[src/rtl/epp_gate_pkg.sv]
package epp_gate_pkg;
  localparam int OFS_STATUS   = 1;
  localparam int OFS_CTRL     = 2;
  localparam int OFS_EPP_ADDR = 3;
  localparam int OFS_EPP_DATA = 4;

  localparam logic [7:0] CTRL_GATE_MASK = 8'h2F;
  localparam logic [7:0] CTRL_WR_MATCH  = 8'h04;
  localparam logic [7:0] CTRL_RD_MATCH  = 8'h24;
  localparam logic [7:0] CTRL_RESET     = 8'h0C;

  localparam logic [1:0] SZ_BYTE = 2'd0;
  localparam logic [1:0] SZ_HALF = 2'd1;

  typedef enum logic [1:0] {E_IDLE, E_STB, E_REL} eng_state_e;
  typedef enum logic [1:0] {S_IDLE, S_LAUNCH, S_WAIT, S_DONE} seq_state_e;
endpackage

[src/rtl/epp_ctrl_regs.sv]
module epp_ctrl_regs
  import epp_gate_pkg::*;
(
  input  logic       clk,
  input  logic       rst_n,
  input  logic       ctrl_we,
  input  logic [7:0] ctrl_wdata,
  input  logic       tmo_set,
  input  logic       tmo_clr,
  output logic [7:0] ctrl_q,
  output logic       tmo_q
);
  logic [7:0] ctrl_d;
  logic       tmo_d;

  always_comb begin
    ctrl_d = ctrl_q;
    if (ctrl_we) ctrl_d = ctrl_wdata;
    tmo_d = tmo_q;
    if (tmo_set)      tmo_d = 1'b1;
    else if (tmo_clr) tmo_d = 1'b0;
  end

  always_ff @(posedge clk or negedge rst_n) begin
    if (!rst_n) begin
      ctrl_q <= CTRL_RESET;
      tmo_q  <= 1'b0;
    end else begin
      ctrl_q <= ctrl_d;
      tmo_q  <= tmo_d;
    end
  end
endmodule

[src/rtl/epp_byte_engine.sv]
module epp_byte_engine
  import epp_gate_pkg::*;
#(
  parameter int TMO_CYCLES = 1000,
  parameter int BYTE_W     = 8
) (
  input  logic              clk,
  input  logic              rst_n,
  input  logic              start,
  input  logic              is_wr,
  input  logic              is_astb,
  input  logic [BYTE_W-1:0] wbyte,
  input  logic              wait_i,
  input  logic [BYTE_W-1:0] pd_in,
  output logic              done,
  output logic              timed_out,
  output logic [BYTE_W-1:0] rbyte,
  output logic              n_write,
  output logic              n_dstb,
  output logic              n_astb,
  output logic [BYTE_W-1:0] pd_out,
  output logic              pd_oe
);
  localparam int               CNT_W    = $clog2(TMO_CYCLES + 1);
  localparam logic [CNT_W-1:0] CNT_LAST = CNT_W'(TMO_CYCLES - 1);

  eng_state_e        st_q, st_d;
  logic [CNT_W-1:0]  cnt_q, cnt_d;
  logic              wr_q, astb_q;
  logic [BYTE_W-1:0] wb_q, rb_q, rb_d;
  logic              expired, cap_en;

  assign expired = (cnt_q == CNT_LAST);

  always_comb begin
    st_d      = st_q;
    cnt_d     = cnt_q;
    rb_d      = rb_q;
    done      = 1'b0;
    timed_out = 1'b0;
    cap_en    = 1'b0;
    case (st_q)
      E_IDLE: begin
        if (start) begin
          st_d  = E_STB;
          cnt_d = '0;
        end
      end
      E_STB: begin
        if (wait_i) begin
          st_d   = E_REL;
          cnt_d  = '0;
          cap_en = !wr_q;
          rb_d   = pd_in;
        end else if (expired) begin
          st_d      = E_IDLE;
          done      = 1'b1;
          timed_out = 1'b1;
        end else begin
          cnt_d = cnt_q + 1'b1;
        end
      end
      E_REL: begin
        if (!wait_i) begin
          st_d = E_IDLE;
          done = 1'b1;
        end else if (expired) begin
          st_d      = E_IDLE;
          done      = 1'b1;
          timed_out = 1'b1;
        end else begin
          cnt_d = cnt_q + 1'b1;
        end
      end
      default: st_d = E_IDLE;
    endcase
  end

  always_ff @(posedge clk or negedge rst_n) begin
    if (!rst_n) begin
      st_q   <= E_IDLE;
      cnt_q  <= '0;
      wr_q   <= 1'b0;
      astb_q <= 1'b0;
      wb_q   <= '0;
      rb_q   <= '0;
    end else begin
      st_q  <= st_d;
      cnt_q <= cnt_d;
      if (start && st_q == E_IDLE) begin
        wr_q   <= is_wr;
        astb_q <= is_astb;
        wb_q   <= wbyte;
      end
      if (cap_en) rb_q <= rb_d;
    end
  end

  assign rbyte   = rb_q;
  assign pd_oe   = (st_q != E_IDLE) && wr_q;
  assign n_write = !pd_oe;
  assign pd_out  = wb_q;
  assign n_dstb  = !((st_q == E_STB) && !astb_q);
  assign n_astb  = !((st_q == E_STB) && astb_q);

  AST_ONE_STROBE: assert property (@(posedge clk) disable iff (!rst_n)
    !(!n_dstb && !n_astb));
  AST_DRIVE_ON_WRITE: assert property (@(posedge clk) disable iff (!rst_n)
    pd_oe |-> !n_write);
  AST_RELEASE_AFTER_WAIT: assert property (@(posedge clk) disable iff (!rst_n)
    (st_q == E_STB && wait_i) |=> (n_dstb && n_astb));
  AST_PHASE_BOUND: assert property (@(posedge clk) disable iff (!rst_n)
    cnt_q <= CNT_LAST);
endmodule

[src/rtl/epp_sequencer.sv]
module epp_sequencer
  import epp_gate_pkg::*;
#(
  parameter int DATA_W = 32,
  parameter int BYTE_W = 8,
  parameter int ADDR_W = 3
) (
  input  logic              clk,
  input  logic              rst_n,
  input  logic              req,
  input  logic              wr,
  input  logic [ADDR_W-1:0] addr,
  input  logic [1:0]        size,
  input  logic [DATA_W-1:0] wdata,
  input  logic [7:0]        ctrl_q,
  input  logic              tmo_q,
  input  logic              eng_done,
  input  logic              eng_to,
  input  logic [BYTE_W-1:0] eng_rbyte,
  output logic              ready,
  output logic [DATA_W-1:0] rdata,
  output logic              eng_start,
  output logic              eng_wr,
  output logic              eng_astb,
  output logic [BYTE_W-1:0] eng_wbyte,
  output logic              ctrl_we,
  output logic [7:0]        ctrl_wdata,
  output logic              tmo_set,
  output logic              tmo_clr
);
  localparam int NBYTES = DATA_W / BYTE_W;
  localparam int IDX_W  = (NBYTES > 1) ? $clog2(NBYTES) : 1;

  seq_state_e        st_q, st_d;
  logic              wr_q, wr_d, astb_q, astb_d;
  logic [IDX_W-1:0]  idx_q, idx_d, last_q, last_d, req_last;
  logic [DATA_W-1:0] wbuf_q, wbuf_d, rbuf_q, rbuf_d, rdata_q, rdata_d;
  logic              is_epp, gate_ok, finish;

  always_comb begin
    is_epp = (addr == ADDR_W'(OFS_EPP_ADDR)) || (addr == ADDR_W'(OFS_EPP_DATA));
    gate_ok = wr ? ((ctrl_q & CTRL_GATE_MASK) == CTRL_WR_MATCH)
                 : ((ctrl_q & CTRL_GATE_MASK) == CTRL_RD_MATCH);
    req_last = '0;
    if (addr == ADDR_W'(OFS_EPP_DATA)) begin
      if (size == SZ_BYTE)      req_last = '0;
      else if (size == SZ_HALF) req_last = IDX_W'(1);
      else                      req_last = IDX_W'(NBYTES - 1);
    end
  end

  always_comb begin
    st_d = st_q;  wr_d = wr_q;  astb_d = astb_q;
    idx_d = idx_q;  last_d = last_q;
    wbuf_d = wbuf_q;  rbuf_d = rbuf_q;  rdata_d = rdata_q;
    ready = 1'b0;  eng_start = 1'b0;  ctrl_we = 1'b0;
    tmo_set = 1'b0;  tmo_clr = 1'b0;  finish = 1'b0;
    case (st_q)
      S_IDLE: begin
        if (req) begin
          wr_d   = wr;
          astb_d = (addr == ADDR_W'(OFS_EPP_ADDR));
          idx_d  = '0;
          last_d = req_last;
          wbuf_d = wdata;
          rbuf_d = '1;
          st_d   = S_DONE;
          if (is_epp) begin
            if (gate_ok)  st_d = S_LAUNCH;
            else if (!wr) rdata_d = '1;
          end else if (wr) begin
            ctrl_we = (addr == ADDR_W'(OFS_CTRL));
            tmo_clr = (addr == ADDR_W'(OFS_STATUS)) && wdata[0];
          end else begin
            if (addr == ADDR_W'(OFS_CTRL))        rdata_d = DATA_W'(ctrl_q);
            else if (addr == ADDR_W'(OFS_STATUS)) rdata_d = DATA_W'(tmo_q);
            else                                  rdata_d = '0;
          end
        end
      end
      S_LAUNCH: begin
        eng_start = 1'b1;
        st_d      = S_WAIT;
      end
      S_WAIT: begin
        if (eng_done) begin
          if (!wr_q && !eng_to) begin
            for (int k = 0; k < NBYTES; k++)
              if (IDX_W'(k) == idx_q) rbuf_d[k*BYTE_W +: BYTE_W] = eng_rbyte;
          end
          if (eng_to) begin
            tmo_set = 1'b1;
            finish  = 1'b1;
          end else if (idx_q == last_q) begin
            finish = 1'b1;
          end else begin
            idx_d  = idx_q + 1'b1;
            wbuf_d = wbuf_q >> BYTE_W;
            st_d   = S_LAUNCH;
          end
          if (finish) begin
            st_d = S_DONE;
            if (!wr_q) begin
              for (int k = 0; k < NBYTES; k++)
                rdata_d[k*BYTE_W +: BYTE_W] = (IDX_W'(k) <= last_q) ?
                                              rbuf_d[k*BYTE_W +: BYTE_W] : '0;
            end
          end
        end
      end
      S_DONE: begin
        ready = 1'b1;
        st_d  = S_IDLE;
      end
      default: st_d = S_IDLE;
    endcase
  end

  always_ff @(posedge clk or negedge rst_n) begin
    if (!rst_n) begin
      st_q <= S_IDLE;  wr_q <= 1'b0;  astb_q <= 1'b0;
      idx_q <= '0;  last_q <= '0;
      wbuf_q <= '0;  rbuf_q <= '1;  rdata_q <= '0;
    end else begin
      st_q <= st_d;  wr_q <= wr_d;  astb_q <= astb_d;
      idx_q <= idx_d;  last_q <= last_d;
      wbuf_q <= wbuf_d;  rbuf_q <= rbuf_d;  rdata_q <= rdata_d;
    end
  end

  assign rdata      = rdata_q;
  assign eng_wr     = wr_q;
  assign eng_astb   = astb_q;
  assign eng_wbyte  = wbuf_q[BYTE_W-1:0];
  assign ctrl_wdata = wdata[7:0];

  AST_READY_PULSE: assert property (@(posedge clk) disable iff (!rst_n)
    ready |=> !ready);
endmodule

[src/rtl/epp_cycle_ctrl.sv]
module epp_cycle_ctrl
  import epp_gate_pkg::*;
#(
  parameter int DATA_W     = 32,
  parameter int BYTE_W     = 8,
  parameter int ADDR_W     = 3,
  parameter int TMO_CYCLES = 1000
) (
  input  logic              clk,
  input  logic              rst_n,
  input  logic              req,
  input  logic              wr,
  input  logic [ADDR_W-1:0] addr,
  input  logic [1:0]        size,
  input  logic [DATA_W-1:0] wdata,
  output logic [DATA_W-1:0] rdata,
  output logic              ready,
  output logic [BYTE_W-1:0] pd_out,
  output logic              pd_oe,
  input  logic [BYTE_W-1:0] pd_in,
  output logic              n_write,
  output logic              n_dstb,
  output logic              n_astb,
  input  logic              wait_i
);
  logic [7:0]        ctrl_q, ctrl_wdata;
  logic              tmo_q, ctrl_we, tmo_set, tmo_clr;
  logic              eng_start, eng_wr, eng_astb, eng_done, eng_to;
  logic [BYTE_W-1:0] eng_wbyte, eng_rbyte;

  epp_ctrl_regs u_regs (
    .clk(clk), .rst_n(rst_n), .ctrl_we(ctrl_we), .ctrl_wdata(ctrl_wdata),
    .tmo_set(tmo_set), .tmo_clr(tmo_clr), .ctrl_q(ctrl_q), .tmo_q(tmo_q)
  );

  epp_sequencer #(.DATA_W(DATA_W), .BYTE_W(BYTE_W), .ADDR_W(ADDR_W)) u_seq (
    .clk(clk), .rst_n(rst_n), .req(req), .wr(wr), .addr(addr), .size(size),
    .wdata(wdata), .ctrl_q(ctrl_q), .tmo_q(tmo_q), .eng_done(eng_done),
    .eng_to(eng_to), .eng_rbyte(eng_rbyte), .ready(ready), .rdata(rdata),
    .eng_start(eng_start), .eng_wr(eng_wr), .eng_astb(eng_astb),
    .eng_wbyte(eng_wbyte), .ctrl_we(ctrl_we), .ctrl_wdata(ctrl_wdata),
    .tmo_set(tmo_set), .tmo_clr(tmo_clr)
  );

  epp_byte_engine #(.TMO_CYCLES(TMO_CYCLES), .BYTE_W(BYTE_W)) u_eng (
    .clk(clk), .rst_n(rst_n), .start(eng_start), .is_wr(eng_wr),
    .is_astb(eng_astb), .wbyte(eng_wbyte), .wait_i(wait_i), .pd_in(pd_in),
    .done(eng_done), .timed_out(eng_to), .rbyte(eng_rbyte),
    .n_write(n_write), .n_dstb(n_dstb), .n_astb(n_astb),
    .pd_out(pd_out), .pd_oe(pd_oe)
  );

  AST_WR_GATE: assert property (@(posedge clk) disable iff (!rst_n)
    !n_write |-> ((ctrl_q & CTRL_GATE_MASK) == CTRL_WR_MATCH));
  AST_RD_GATE: assert property (@(posedge clk) disable iff (!rst_n)
    ((!n_dstb || !n_astb) && n_write) |-> ((ctrl_q & CTRL_GATE_MASK) == CTRL_RD_MATCH));
  AST_FLAG_ON_EXPIRY: assert property (@(posedge clk) disable iff (!rst_n)
    $rose(tmo_q) |-> $past(eng_to));
endmodule

[config.mk]
export PLATFORM = sky130hd
export DESIGN_NAME = epp_cycle_ctrl
export DESIGN_NICKNAME = d
export VERILOG_FILES = /design/src/rtl/epp_gate_pkg.sv /design/src/rtl/epp_ctrl_regs.sv /design/src/rtl/epp_byte_engine.sv /design/src/rtl/epp_sequencer.sv /design/src/rtl/epp_cycle_ctrl.sv
export SDC_FILE = /design/constraint.sdc
export NUM_CORES = 1
export LEC_CHECK = 0
export CORE_ASPECT_RATIO = 0.6
export CORE_MARGIN = 5
export CORE_UTILIZATION = 40
export CTS_CLUSTER_DIAMETER = 40
export DETAILED_ROUTE_END_ITERATION = 6
export PLACE_DENSITY_LB_ADDON = 0.12
export SYNTH_ARGS = -nofsm -noshare
export SYNTH_HDL_FRONTEND = slang
export SYNTH_SLANG_ARGS = --single-unit
[constraint.sdc]
create_clock -name clk -period 2.5 [get_ports clk]
set_clock_uncertainty 0.2 [all_clocks]
set_input_delay 0.375 -clock clk [delete_from_list [all_inputs] [get_ports clk]]
set_output_delay 0.375 -clock clk [all_outputs]
set_load 0.1 [all_outputs]
== After elaboration in Yosys (flattened, before gate mapping) ==
Index checks and enable logic that the tools add are counted.
Operators by class
  shifts and indexed selects: 0
  $lt $le $gt $ge: 4
  mux-type cells: 82
  multiply operators: 0
  bitwise gates (word level): 0
  equality and inequality tests: 30
  reduce and logical (&&, ||, !) cells: 29
  divide/modulo/power cells: 0
  add/sub/neg operators: 2
Operators by type and width (count)
  32-bit two-way mux: 16
  32-bit case mux with 2 select lines: 3
  8-bit two-way mux: 8
  10-bit two-way mux: 4
  2-bit two-way mux: 18
  10-bit case mux with 3 select lines: 1
  1-bit two-way mux: 27
  2-bit != test, second input constant: 6
  10-bit by 1-bit adder with 10-bit output, second input constant: 1
  10-bit == test, second input constant: 1
  3-bit != test, second input constant: 3
  3-bit AND reduction: 3
  2-bit logical NOT: 4
  2-bit case mux with 4 select lines: 1
  8-bit AND reduction: 1
  1-bit logical NOT: 7
  2-bit by 1-bit == test with 1-bit output, second input constant: 3
  2-bit == test, second input constant: 3
  3-bit by 2-bit == test with 1-bit output, second input constant: 2
  1-bit logical AND: 6
  3-bit by 2-bit != test with 1-bit output, second input constant: 2
  2-bit case mux with 3 select lines: 1
  2-bit nonzero test: 3
  5-bit by 3-bit == test with 1-bit output, second input constant: 1
  17 further kinds: 22
Word-level totals
  word-level logic and storage cells: 163
  memories kept: 0
  bits in writable memories: 0
  bits in read-only memories: 0
  bits in registers: 143
  latch bits: 0

== Logic depth before layout (Yosys ltp) ==
Gate-level depths: netlist of the first run.
  word-level depth: 12
  gate-level depth with buffers: 10
  mapped depth without buffers: 7

== Modules after synthesis ==
From an unflattened synthesis of the first run, not the netlist that was laid out.
Unflattened totals
  cells, all modules: 643
  area total of the unflattened synthesis: 7123.1 um^2
Modules (own cells, without submodules)
  epp_sequencer: cells an instance 495, instances 1, area each 5265.0 um^2
  epp_byte_engine: cells an instance 128, instances 1, area each 1487.7 um^2
  epp_ctrl_regs: cells an instance 20, instances 1, area each 370.4 um^2

== Worst setup path before layout of the first run ==
OpenSTA, ideal clock, no wires.
  kind: register -> output
  start: register u_eng.st_q[0]
  end: output port pd_oe
  setup slack: -0.313 ns
  data arrival time: 2.238 ns
  stages on the path, launching flop included: 5
  data required time: 1.925 ns
  cells stage by stage: dfrtp_1 > inv_1 > ha_1 > nand2b_1 > inv_1
Between the ends
  cells in the longest elaborated chain, start to end: 2
Ends and longest elaborated chain
  start: declaration: RTL line epp_byte_engine.sv:27  | eng_state_e st_q, st_d;
  start signal: assignment: RTL line epp_byte_engine.sv:88  | st_q <= st_d;
  2-bit nonzero test: RTL line epp_byte_engine.sv:100  | assign pd_oe = (st_q != E_IDLE) && wr_q;
  1-bit logical AND: RTL line epp_byte_engine.sv:100
  end: declaration: RTL line epp_cycle_ctrl.sv:19  | output logic pd_oe,
Every way passes these cells.

== Final worst setup path of the first run ==
  start: register u_eng.st_q[1]
  end: register u_seq.wbuf_q[12]
Between the ends
  cells in the longest elaborated chain, start to end: 4
  elaborated cells on any way between the ends: 7
  those cells by class: eq/ne (4); mux (2); reduce/logical (1)
Ends and longest elaborated chain
  2-bit == test / 2-bit by 1-bit == test with 1-bit output (equally long branches): RTL line epp_byte_engine.sv:42  | case (st_q)
  1-bit case mux with 2 select lines: RTL line epp_byte_engine.sv:42
  2-bit != test (no line)
  5-bit AND reduction (no line) *
  end signal: assignment: RTL line epp_sequencer.sv:127  | wbuf_q <= wbuf_d; rbuf_q <= rbuf_d; rdata_q <= rdata_d;
  end: declaration: RTL line epp_sequencer.sv:37  | logic [DATA_W-1:0] wbuf_q, wbuf_d, rbuf_q, rbuf_d, rdata_q, rdata_d;
Mark *: on every way between the ends. The rest lies on a longest branch, timed or not.
A chain may end at the register's enable or synchronous reset.

==> out/results.ini, run 1 <==
[status]
outcome=finished clean

[timing]
fin_setup_tns_ns=0
slew_violations=0
timing.fmax_ghz=0.4048
rsz0062_at_grt=yes
worst_pin_slew_ns=0.6991
hold_viol=0
slew-limit-headroom_pct=53.25
setup-violations-final=0
finalCritPeriodShare_pct=98.82
setup_ws_ns=0.02941
min_period_ns=2.471
whs_ns=0.2335

[synthesis]
syn_area_um2=7182
synthTopCellsByArea=dfrtp_1 38%, dfstp_2 12%, mux2_2 7.1%, nand2_1 6.3%, mux2_1 6.0%
netlist.area_leader.share_pct=37.98
yosys_warnings=0
ys.flop_type=dfrtp_1
synth_cell_type_count=52
synthCells=684
synth_seq_cells=143
synth_edf_count=0
syn_avg_cell_area_um2=10.50
syn_nets=743
yosysTopAreaCell=dfrtp_1
synthArstFlopShare_pct=100.0
synth_seq_area_share_pct=50.42

[placement]
place_ws_ns=-0.3821
place_inst=1038
placed_area_um2=8777
gp_congestion=0.8340
place.port_buffers=94
dp_hpwl_mm=14.69

[global_route]
grt_usage_pct=20.34
antenna_found_initial=0
grt_pass1_vias=6000
grt_overflow=0
grt_pass1_wl_mm=33.22
grt_max_degree=57

[drt]
antenna_left=0
routed_via_density=5.496
initialDrtViolationCount=565
dr_total_vias=5963
finalWirelength_mm=21.51
firstDrtPassIters=5
drc=0
wl_per_cell_um=19.83

[die]
core_um2=17360
die_w_um=183.0
die_h_um=113.8
ios=95
start_util_pct=41.37
rows=37
floorplan.die_area_um2=20820

[power_and_ir_drop]
p_leak_nw=4.601
p_total_mw=13.43
vdd_ir_drop_max_mv=1.258
cellPowerDensity_nw_per_um2=1363

[clocking]
h-tree-depth=4
cts.path.max_buffers=2
cts_root_buf=clkbuf_16
tritoncts=yes
cts.sinks=143
cts_made_buffers=17
clkTransAtPathRegs_ns=0.07
clk_latency_ns=0.43

[layout]
n_fill_cell=1513
layout.nets=897
layout_common_cells=120 x nand2_1, 109 x dfrtp_1, 108 x buf_4
utilization_pct=56.76
multi_input_area_um2=3621
regArea_um2=3621
antenna_cells=0
area_growth_pct=37.21
finalNonFillerCells=1085
fin_area_um2=9854
drive_above_1_share_pct=35.61
final_common_cell=nand2_1

[setup_path]
critical_path_buf_inv_count=3
crit_required_ns=2.61
crit_arrival_ns=2.58
cpMaxStageDelayCell=dfrtp_1
critPathMaxFanout=6
crit_chain=buf_4, ha_2, mux2_4, and4_4, buf_4, nor2_4, o22a_4, clkbuf_16, mux2_4
crit_path_end_kind=flop
critPathKind=flop to flop
worstSetupStartpointType=flop
critPathMaxStageDelay_ns=0.39
crit_family=multiplexers

[min_path]
holdCritPathClass=input pin to async pin

[flow_run]
cap_violations=0

[per-layer routing]
metal / track usage [%] / vias to the layer above / part of all wire [%]
met5: 0 / - / 0
met4: 4.861 / 0 / 0.87
met3: 4.461 / 20 / 7.0
met2: 28.13 / 227 / 41
met1: 32.08 / 2951 / 52
li1: - / 2765 / -
[report_power, final]
part / switching, mW / total, mW / internal [mW]
clock network: 1.07 / 2.39 / 1.31
logic: 4.55 / 7.23 / 2.68
registers: 0.680 / 3.82 / 3.14
[path summary, 6_finish.rpt]
check / end / cells past startpoint / from / slack, ns
max: u_seq.wbuf_q[12] / 9 / u_eng.st_q[1] / 0.03
min: u_seq.wbuf_q[7] / 2 / rst_n / 0.23
max reg2reg: u_seq.wbuf_q[12] / 9 / u_eng.st_q[1] / 0.03
min reg2reg: u_seq.eng_astb / 2 / u_seq.eng_astb / 0.28
max in group asynchronous: u_seq.rbuf_q[13] / 3 / rst_n / 1.16
min in group clk: u_seq.eng_astb / 2 / u_seq.eng_astb / 0.28
[registers in the layout, summed over array words and instances (netlist names), 8 cells and up]
register,count
u_eng.rbyte,8
u_eng.cnt_q,10
u_seq.rbuf_q,32
u_eng.pd_out,8
u_seq.wbuf_q,32
u_regs.ctrl_q,8
u_seq.rdata,32
[cell type report]
class,instances,area share [%]
flip-flops and latches,143,36.74
multi-input cells,479,36.74
repair buffers,179,17.25
clock buffers,19,4.495
well taps,234,2.971
clock inverters,13,1.067
inverters,18,0.7237
[synth_stat cells, drive strengths merged, types with 3 or more instances]
master  number
a22o        11
a21oi       12
a31oi       10
dfstp       34
mux2        83
mux2i       28
a21o         6
inv         18
nor2b        7
nor2        35
and2         7
nand2b       8
o21ai       22
nand4       29
nor3        10
nand2      120
dfrtp      109
o311a        4
o211ai      24
a41oi        4
clkbuf      31
ha           9
and3         4
o31ai        5
nand3       15
buf         13
nand3b       3
[worst register-to-register path, cell delays in order (launching register included)]
cell	delay, ns
dfrtp_1	0.39
buf_4	0.15
ha_2	0.18
mux2_4	0.28
and4_4	0.20
buf_4	0.15
nor2_4	0.09
o22a_4	0.23
clkbuf_16	0.20
mux2_4	0.30
[cell families after synthesis]
kind of cell    after synthesis  synth area share [%]
mux                         111                 16.92
simple gates                247                 16.10
buf+inv                      62                 3.815
xor+xnor                      3                0.3659
flops                       143                 50.42
fa+ha+maj                     9                 1.568
compound gates              109                 10.82
[timing repair]
action                                  CTS  global route
pin swaps                                 8             6
endpoints found under the setup margin   68            95
hold endpoints to repair                 42             0
gates cloned                              3             3
hold buffers                              1             0
buffers inserted                          6             4
resized for setup                        47            44
(Power assumes the default switching activity.)
==> run 2, diff against run 1 <==
--- a/config.mk
+++ b/config.mk
@@ -13,4 +13,5 @@
 export PLACE_DENSITY_LB_ADDON = 0.12
 export SYNTH_ARGS = -nofsm -noshare
 export SYNTH_HDL_FRONTEND = slang
+export SYNTH_HIERARCHICAL = 1
 export SYNTH_SLANG_ARGS = --single-unit
==> run 2 against run 1 <==
The run now ends with negative setup slack left. Die area down 0.76%. Sequential share of layout area up 0.50 points. Power down 11%. Register-to-register slack worse by 0.25 ns. Synthesized area down 0.82%. Global-route usage down 1.2 points. First-iteration DRC count down 37%. Sequential cell count unchanged. Synthesized cell count down 6.0%. Combinational power down 24%.
==> out/results.ini, run 2 <==
[layout]
area_growth_pct=36.48  ; was 37.21%
finalNonFillerCells=1033  ; was 1085
drive_above_1_share_pct=42.43  ; was 35.61%
layout.nets=845  ; was 897
final_common_cell=dfrtp_1  ; was nand2_1
layout_common_cells=109 x dfrtp_1, 104 x nand2_1, 98 x buf_4  ; was 120 x nand2_1, 109 x dfrtp_1, 108 x buf_4
antenna_cells=0  ; unchanged

[drt]
antenna_left=0  ; unchanged
drc=0  ; unchanged
routed_via_density=5.220  ; was 5.496
dr_total_vias=5392  ; was 5963
firstDrtPassIters=4  ; was 5
finalWirelength_mm=19.44  ; was 21.51 mm
wl_per_cell_um=18.82  ; was 19.83 um
initialDrtViolationCount=358  ; was 565

[clocking]
cts_made_buffers=17  ; unchanged
cts.sinks=143  ; unchanged
clk_latency_ns=0.43  ; about the same
h-tree-depth=4  ; unchanged
tritoncts=yes  ; unchanged
cts_root_buf=clkbuf_16  ; unchanged
clkTransAtPathRegs_ns=0.06  ; was 0.07 ns
cts.path.max_buffers=2  ; unchanged

[die]
start_util_pct=41.14  ; was 41.37%
die_w_um=182.3  ; was 183.0 um
floorplan.die_area_um2=20660  ; was 20820 um^2
die_h_um=113.4  ; was 113.8 um
ios=95  ; unchanged
core_um2=17310  ; was 17360 um^2
rows=37  ; unchanged

[placement]
place_inst=984  ; was 1038
dp_hpwl_mm=13.25  ; was 14.69 mm
gp_congestion=0.8576  ; was 0.8340
place.port_buffers=94  ; unchanged
place_ws_ns=-0.3388  ; was -0.3821 ns

[synthesis]
syn_area_um2=7123  ; was 7182 um^2
synth_edf_count=0  ; unchanged
synth_most_common_cell=dfrtp_1  ; was nand2_1
synth_cell_type_count=61  ; was 52
netlist.area_leader.share_pct=38.29  ; was 37.98%
netlist_top_cells_count=109 x dfrtp_1, 106 x nand2_1, 56 x mux2_2  ; was 120 x nand2_1, 109 x dfrtp_1, 45 x mux2_2
yosysTopAreaCell=dfrtp_1  ; unchanged
syn_avg_cell_area_um2=11.08  ; was 10.50 um^2
synth_seq_area_share_pct=50.83  ; was 50.42%
yosys_warnings=6  ; was 0
synthArstFlopShare_pct=100.0  ; unchanged
ys.flop_type=dfrtp_1  ; unchanged
synthTopCellsByArea=dfrtp_1 38%, dfstp_2 13%, mux2_2 8.9%, nand2_1 5.6%, mux2_4 5.5%  ; was dfrtp_1 38%, dfstp_2 12%, mux2_2 7.1%, nand2_1 6.3%, mux2_1 6.0%
synthCells=643  ; was 684
synth_seq_cells=143  ; unchanged
syn_nets=702  ; was 743

[power_and_ir_drop]
p_leak_nw=4.519  ; was 4.601 nW
vdd_ir_drop_max_mv=1.073  ; was 1.258 mV
cellPowerDensity_nw_per_um2=1232  ; was 1363 nW/um^2
p_total_mw=11.98  ; was 13.43 mW

[timing]
timing.fmax_ghz=0.3675  ; was 0.4048 GHz
setup_ws_ns=-0.2208  ; was 0.02941 ns
setup-violations-final=78  ; was 0
finalCritPeriodShare_pct=108.8  ; was 98.82%
slew_violations=0  ; unchanged
slew-limit-headroom_pct=10.39  ; was 53.25%
fin_setup_tns_ns=-12.97  ; was 0 ns
min_period_ns=2.721  ; was 2.471 ns
whs_ns=0.2685  ; was 0.2335 ns
rsz0062_at_grt=yes  ; unchanged
hold_viol=0  ; unchanged
worst_pin_slew_ns=1.330  ; was 0.6991 ns

[setup_path]
critPathKind=flop to flop  ; unchanged
cpMostUsedCell=nor3b_4
crit_required_ns=2.61  ; about the same
critPathMaxFanout=8  ; was 6
crit_path_end_kind=flop  ; unchanged
crit_chain=or2b_1, or4_4, nor3b_4, buf_6, nor3b_4, buf_12, mux2i_2, o21ai_0, mux2_2  ; was buf_4, ha_2, mux2_4, and4_4, buf_4, nor2_4, o22a_4, clkbuf_16, mux2_4
critical_path_buf_inv_count=2  ; was 3
worstSetupStartpointType=flop  ; unchanged
cpMaxStageDelayCell=or4_4  ; was dfrtp_1
crit_arrival_ns=2.83  ; was 2.58 ns
crit_family=simple AND/OR/NAND/NOR gates  ; was multiplexers
critPathMaxStageDelay_ns=0.56  ; was 0.39 ns

[flow_run]
cap_violations=0  ; unchanged

[status]
outcome=finished, violations left  ; was finished clean
violations=negative setup slack

[global_route]
grt_max_degree=56  ; was 57
grt_pass1_wl_mm=31.16  ; was 33.22 mm
grt_pass1_vias=5738  ; was 6000
grt_overflow=0  ; unchanged
grt_usage_pct=19.12  ; was 20.34%
antenna_found_initial=0  ; unchanged

[min_path]
holdCritPathClass=input pin to async pin  ; unchanged

==> run 2: timing repair <==
| item | in CTS | in global routing |
|---|---|---|
| hold buffers | 1 | 0 |
| setup buffers | 10 | 5 |
| pin swaps | 8 | 16 |
| gates cloned | 3 | 2 |
| gates resized for setup | 37 | 62 |
| endpoints found under the setup margin | 93 | 96 |
| hold endpoints to repair | 41 | 0 |
==> run 2: path summary, 6_finish.rpt <==
check | start | end | slack, ns | depth (start not counted)
max | u_eng/cnt_q[4] | u_seq/rdata[13] | -0.22 | 9
min | rst_n | u_seq/rdata[9] | 0.27 | 2
max reg2reg | u_eng/cnt_q[4] | u_seq/rdata[13] | -0.22 | 9
min reg2reg | u_seq/eng_astb | u_seq/eng_astb | 0.28 | 2
max in group asynchronous | rst_n | u_regs/ctrl_q[2] | 1.12 | 3
min in group clk | u_seq/eng_astb | u_seq/eng_astb | 0.28 | 2
==> run 2: per-layer routing <==
layer | up-vias | track usage, % | share of wire [%]
li1 | 2539 | - | -
met1 | 2714 | 28.33 | 51
met2 | 126 | 27.18 | 43
met3 | 13 | 5.814 | 5.0
met4 | 0 | 4.998 | 0.80
met5 | - | 0 | 0
==> run 2: logic make-up after synthesis <==
family / count (synthesis) / share of synthesized area, %
xor+xnor: 3 / 0.3689
flops: 143 / 50.83
fa+ha+maj: 9 / 1.581
buf+inv: 57 / 4.866
simple gates: 200 / 13.26
mux: 107 / 17.86
compound gates: 124 / 11.22
==> run 2: report_power, final <==
| group | internal (mW) | total, mW | switching (mW) |
|---|---|---|---|
| clock | 1.42 | 2.47 | 1.06 |
| sequential | 3.26 | 4.05 | 0.789 |
| combinational | 2.23 | 5.46 | 3.23 |
| total | 6.91 | 12.0 | 5.08 |
==> run 2: per-stage QoR <==
stage	cell area (um^2)	util (%)
final	9722	56.15
after global routing	9722	56.15
after CTS	9397	54.27
after detailed placement	8561	49.44
after global placement	8561	49.44
after floorplan	7196	-
==> run 2: cell type report <==
cell class                      instances  area [um^2]
Sequential cell                       143         3621
Clock inverter                         13        125.1
Fill cell                            1501         7592
Inverter                                6        26.28
Tap cell                              234        292.8
Timing Repair Buffer                  175         1710
Clock buffer                           19        442.9
Multi-Input combinational cell        443         3503
==> run 2: worst reg2reg max path, delay by kind of cell (launching register included) <==
| kind | cells | cell delay, ns |
|---|---|---|
| and+or+nand+nor | 4 | 1.06 |
| AOI/OAI and AO/OA | 1 | 0.11 |
| muxes | 2 | 0.51 |
| DFF | 1 | 0.37 |
| buffers and inverters | 2 | 0.36 |
==> run 3, diff against run 2 <==
--- a/config.mk
+++ b/config.mk
@@ -5,12 +5,14 @@
 export SDC_FILE = /design/constraint.sdc
 export NUM_CORES = 1
 export LEC_CHECK = 0
+export ABC_AREA = 1
 export CORE_ASPECT_RATIO = 0.6
 export CORE_MARGIN = 5
-export CORE_UTILIZATION = 40
+export CORE_UTILIZATION = 51
 export CTS_CLUSTER_DIAMETER = 40
 export DETAILED_ROUTE_END_ITERATION = 6
 export PLACE_DENSITY_LB_ADDON = 0.12
+export SKIP_LAST_GASP = 1
 export SYNTH_ARGS = -nofsm -noshare
 export SYNTH_HDL_FRONTEND = slang
 export SYNTH_HIERARCHICAL = 1
==> run 3 against run 2 <==
The flow now finishes without violations. Worst setup slack better by 0.34 ns. Non-clock buffer count is 27 lower. Design area is 1.2% lower. Combinational power is 97% lower. Synthesized cell count is 48% higher. Synthesized area is 7.0% higher. Highest routed layer unchanged. First-iteration DRC count is 61% higher. Register-to-register slack better by 0.34 ns. Critical path depth is 6 higher. Critical endpoint is now u_seq/rdata[2]. Via count is 25% higher. Power is 60% lower.
==> out/results.ini, run 3 <==
[synthesis]
syn_nets=1011  ; was 702
ys.flop_type=dfrtp_1  ; unchanged
yosysTopAreaCell=dfrtp_1  ; unchanged
synthArstFlopShare_pct=100.0  ; unchanged
synth_edf_count=0  ; unchanged
synth_most_common_cell=nand2_1  ; was dfrtp_1
syn_avg_cell_area_um2=8.003  ; was 11.08 um^2
synthCells=952  ; was 643
netlist.area_leader.share_pct=35.80  ; was 38.29%
synth_seq_area_share_pct=47.53  ; was 50.83%
netlist_top_cells_count=284 x nand2_1, 110 x inv_1, 109 x dfrtp_1  ; was 109 x dfrtp_1, 106 x nand2_1, 56 x mux2_2
synthTopCellsByArea=dfrtp_1 36%, nand2_1 14%, dfstp_2 12%, inv_1 5.4%, nand3_1 5.2%  ; was dfrtp_1 38%, dfstp_2 13%, mux2_2 8.9%, nand2_1 5.6%, mux2_4 5.5%
synth_seq_cells=143  ; unchanged
yosys_warnings=6  ; unchanged
syn_area_um2=7619  ; was 7123 um^2
synth_cell_type_count=30  ; was 61

[placement]
dp_hpwl_mm=14.47  ; was 13.25 mm
place_inst=1232  ; was 984
gp_congestion=0.8633  ; was 0.8576
place.port_buffers=94  ; unchanged

[layout]
layout_common_cells=281 x nand2_1, 109 x dfrtp_1, 108 x inv_1  ; was 109 x dfrtp_1, 104 x nand2_1, 98 x buf_4
area_growth_pct=26.10  ; was 36.48%
antenna_cells=0  ; unchanged
layout.nets=1119  ; was 845
finalNonFillerCells=1271  ; was 1033
utilization_pct=66.03  ; was 56.15%
final_common_cell=nand2_1  ; was dfrtp_1
drive_above_1_share_pct=19.85  ; was 42.43%

[power_and_ir_drop]
cellPowerDensity_nw_per_um2=504.0  ; was 1232 nW/um^2
p_leak_nw=4.948  ; was 4.519 nW
p_clk_share_pct=48.9  ; was 20.6%
intPower_mw=3.695  ; was 6.906 mW
switchingPower_mw=1.146  ; was 5.075 mW
power_frac_seq_pct=47.9  ; was 33.8%
p_total_mw=4.841  ; was 11.98 mW
vdd_ir_drop_max_mv=0.3932  ; was 1.073 mV
power.share.combinational_pct=3.3  ; was 45.6%
switching_share_pct=23.68  ; was 42.36%

[drt]
antenna_left=0  ; unchanged
wl_per_cell_um=15.68  ; was 18.82 um
initialDrtViolationCount=577  ; was 358
firstDrtPassIters=5  ; was 4
drc=0  ; unchanged
finalWirelength_mm=19.93  ; was 19.44 mm
routed_via_density=5.283  ; was 5.220
dr_total_vias=6715  ; was 5392

[die]
ios=95  ; unchanged
floorplan.die_area_um2=17560  ; was 20660 um^2
die_w_um=167.8  ; was 182.3 um
start_util_pct=52.36  ; was 41.14%
die_h_um=104.7  ; was 113.4 um
rows=34  ; was 37
core_um2=14550  ; was 17310 um^2

[flow_run]
cap_violations=0  ; unchanged

[clocking]
tritoncts=yes  ; unchanged
h-tree-depth=4  ; unchanged
clk_latency_ns=0.42  ; was 0.43 ns
cts.sinks=143  ; unchanged
cts_root_buf=clkbuf_16  ; unchanged
cts.path.max_buffers=2  ; unchanged
cts_made_buffers=17  ; unchanged
clkTransAtPathRegs_ns=0.06  ; about the same

[timing]
slew-limit-headroom_pct=56.14  ; was 10.39%
setup-violations-final=0  ; was 78
slew_violations=0  ; unchanged
min_period_ns=2.384  ; was 2.721 ns
hold_viol=0  ; unchanged
rsz0062_at_grt=yes  ; unchanged
fin_setup_tns_ns=0  ; was -12.97 ns
worst_pin_slew_ns=0.6578  ; was 1.330 ns
timing.fmax_ghz=0.4195  ; was 0.3675 GHz
whs_ns=0.2587  ; was 0.2685 ns
finalCritPeriodShare_pct=95.36  ; was 108.8%

[global_route]
grt_usage_pct=23.02  ; was 19.12%
grt_pass1_wl_mm=32.86  ; was 31.16 mm
grt_max_degree=61  ; was 56
antenna_found_initial=0  ; unchanged
grt_pass1_vias=6264  ; was 5738
grt_overflow=0  ; unchanged

[setup_path]
critPathMaxFanout=8  ; unchanged
crit_required_ns=2.65  ; was 2.61 ns
worstSetupStartpointType=flop  ; unchanged
crit_path_end_kind=flop  ; unchanged
crit_arrival_ns=2.54  ; was 2.83 ns
critPathKind=flop to flop  ; unchanged

[min_path]
holdCritPathClass=input pin to async pin  ; unchanged

[status]
outcome=finished clean  ; was finished, violations left

[run 3: changes by cell type after synthesis, moves of 26 or more]
cell	before	now
mux2_2	56	17
nand2_1	106	284
o21ai_0	37	69
inv_1	6	110
mux2_4	26	0
nand3_1	5	79
[run 3: area by class of cell]
type	instances	area, um^2
clock buffers	17	425.4
clock inverters	15	127.6
fillers	1233	4942
inverters	115	431.7
multi-input cells	635	3287
flip-flops and latches	143	3621
well taps	198	247.7
repair buffers	148	1466
[run 3: cell families after synthesis]
family	after synthesis	synth area share (%)
simple gates	473	26.92
fa+ha+maj	9	1.478
compound gates	112	8.228
buf+inv	174	10.18
flops	143	47.53
mux	41	5.666
[run 3: metrics by stage]
stage	area (um^2)	setup WS [ns]
global placement	8887	-0.03745
finish	9607	0.1160
detailed placement	8887	-0.07382
CTS	9450	0.1016
floorplan	7626	0.1115
global route	9607	-0.02878
[run 3: worst paths after layout]
kind	from	to	slack, ns	cells past startpoint
setup / recovery	u_eng/st_q[0]	u_seq/rdata[2]	0.12	15
hold / removal	rst_n	u_seq/wbuf_q[18]	0.26	2
setup reg to reg	u_eng/st_q[0]	u_seq/rdata[2]	0.12	15
hold reg to reg	u_seq/rdata[21]	u_seq/rdata[21]	0.27	2
max in group asynchronous	rst_n	u_seq/rbuf_q[21]	1.12	3
min in group clk	u_seq/rdata[21]	u_seq/rdata[21]	0.27	2
[run 3: metal layers]
layer	part of all wire, %	global-route usage [%]	vias up
met1	50	35.96	3178
met4	0.61	4.748	0
li1	-	-	3279
met3	9.1	7.170	9
met2	41	31.21	249
met5	0	0	-
[run 3: repair_timing]
action / CTS / global route
resized for setup: 0 / 21
endpoints found under the hold margin: 34 / 0
endpoints found under the setup margin: 0 / 50
setup buffers: 0 / 4
hold buffers: 1 / 0
[run 3: critical path, stage by stage (launching register included)]
cell and delay (ns):
dfrtp_1 0.42, inv_2 0.06, ha_2 0.19, nand2_1 0.08, nand2_1 0.07, nand2_1 0.06
nor2_1 0.04, buf_4 0.15, nor2_4 0.22, clkbuf_16 0.20, nand2_1 0.05, o21ai_0 0.13
nand2_1 0.11, nand2_1 0.07, nand3_1 0.17, nand2_1 0.10
[run 3: power groups by stage]
stage               registers (mW)  clock network, mW  logic [mW]
floorplan                     2.36                  0      0.0216
global placement              2.36                  0       0.160
detailed placement            2.36                  0       0.160
CTS                           2.32               2.42       0.162
global route                  2.32               2.53       0.177
finish                        2.32               2.37       0.158
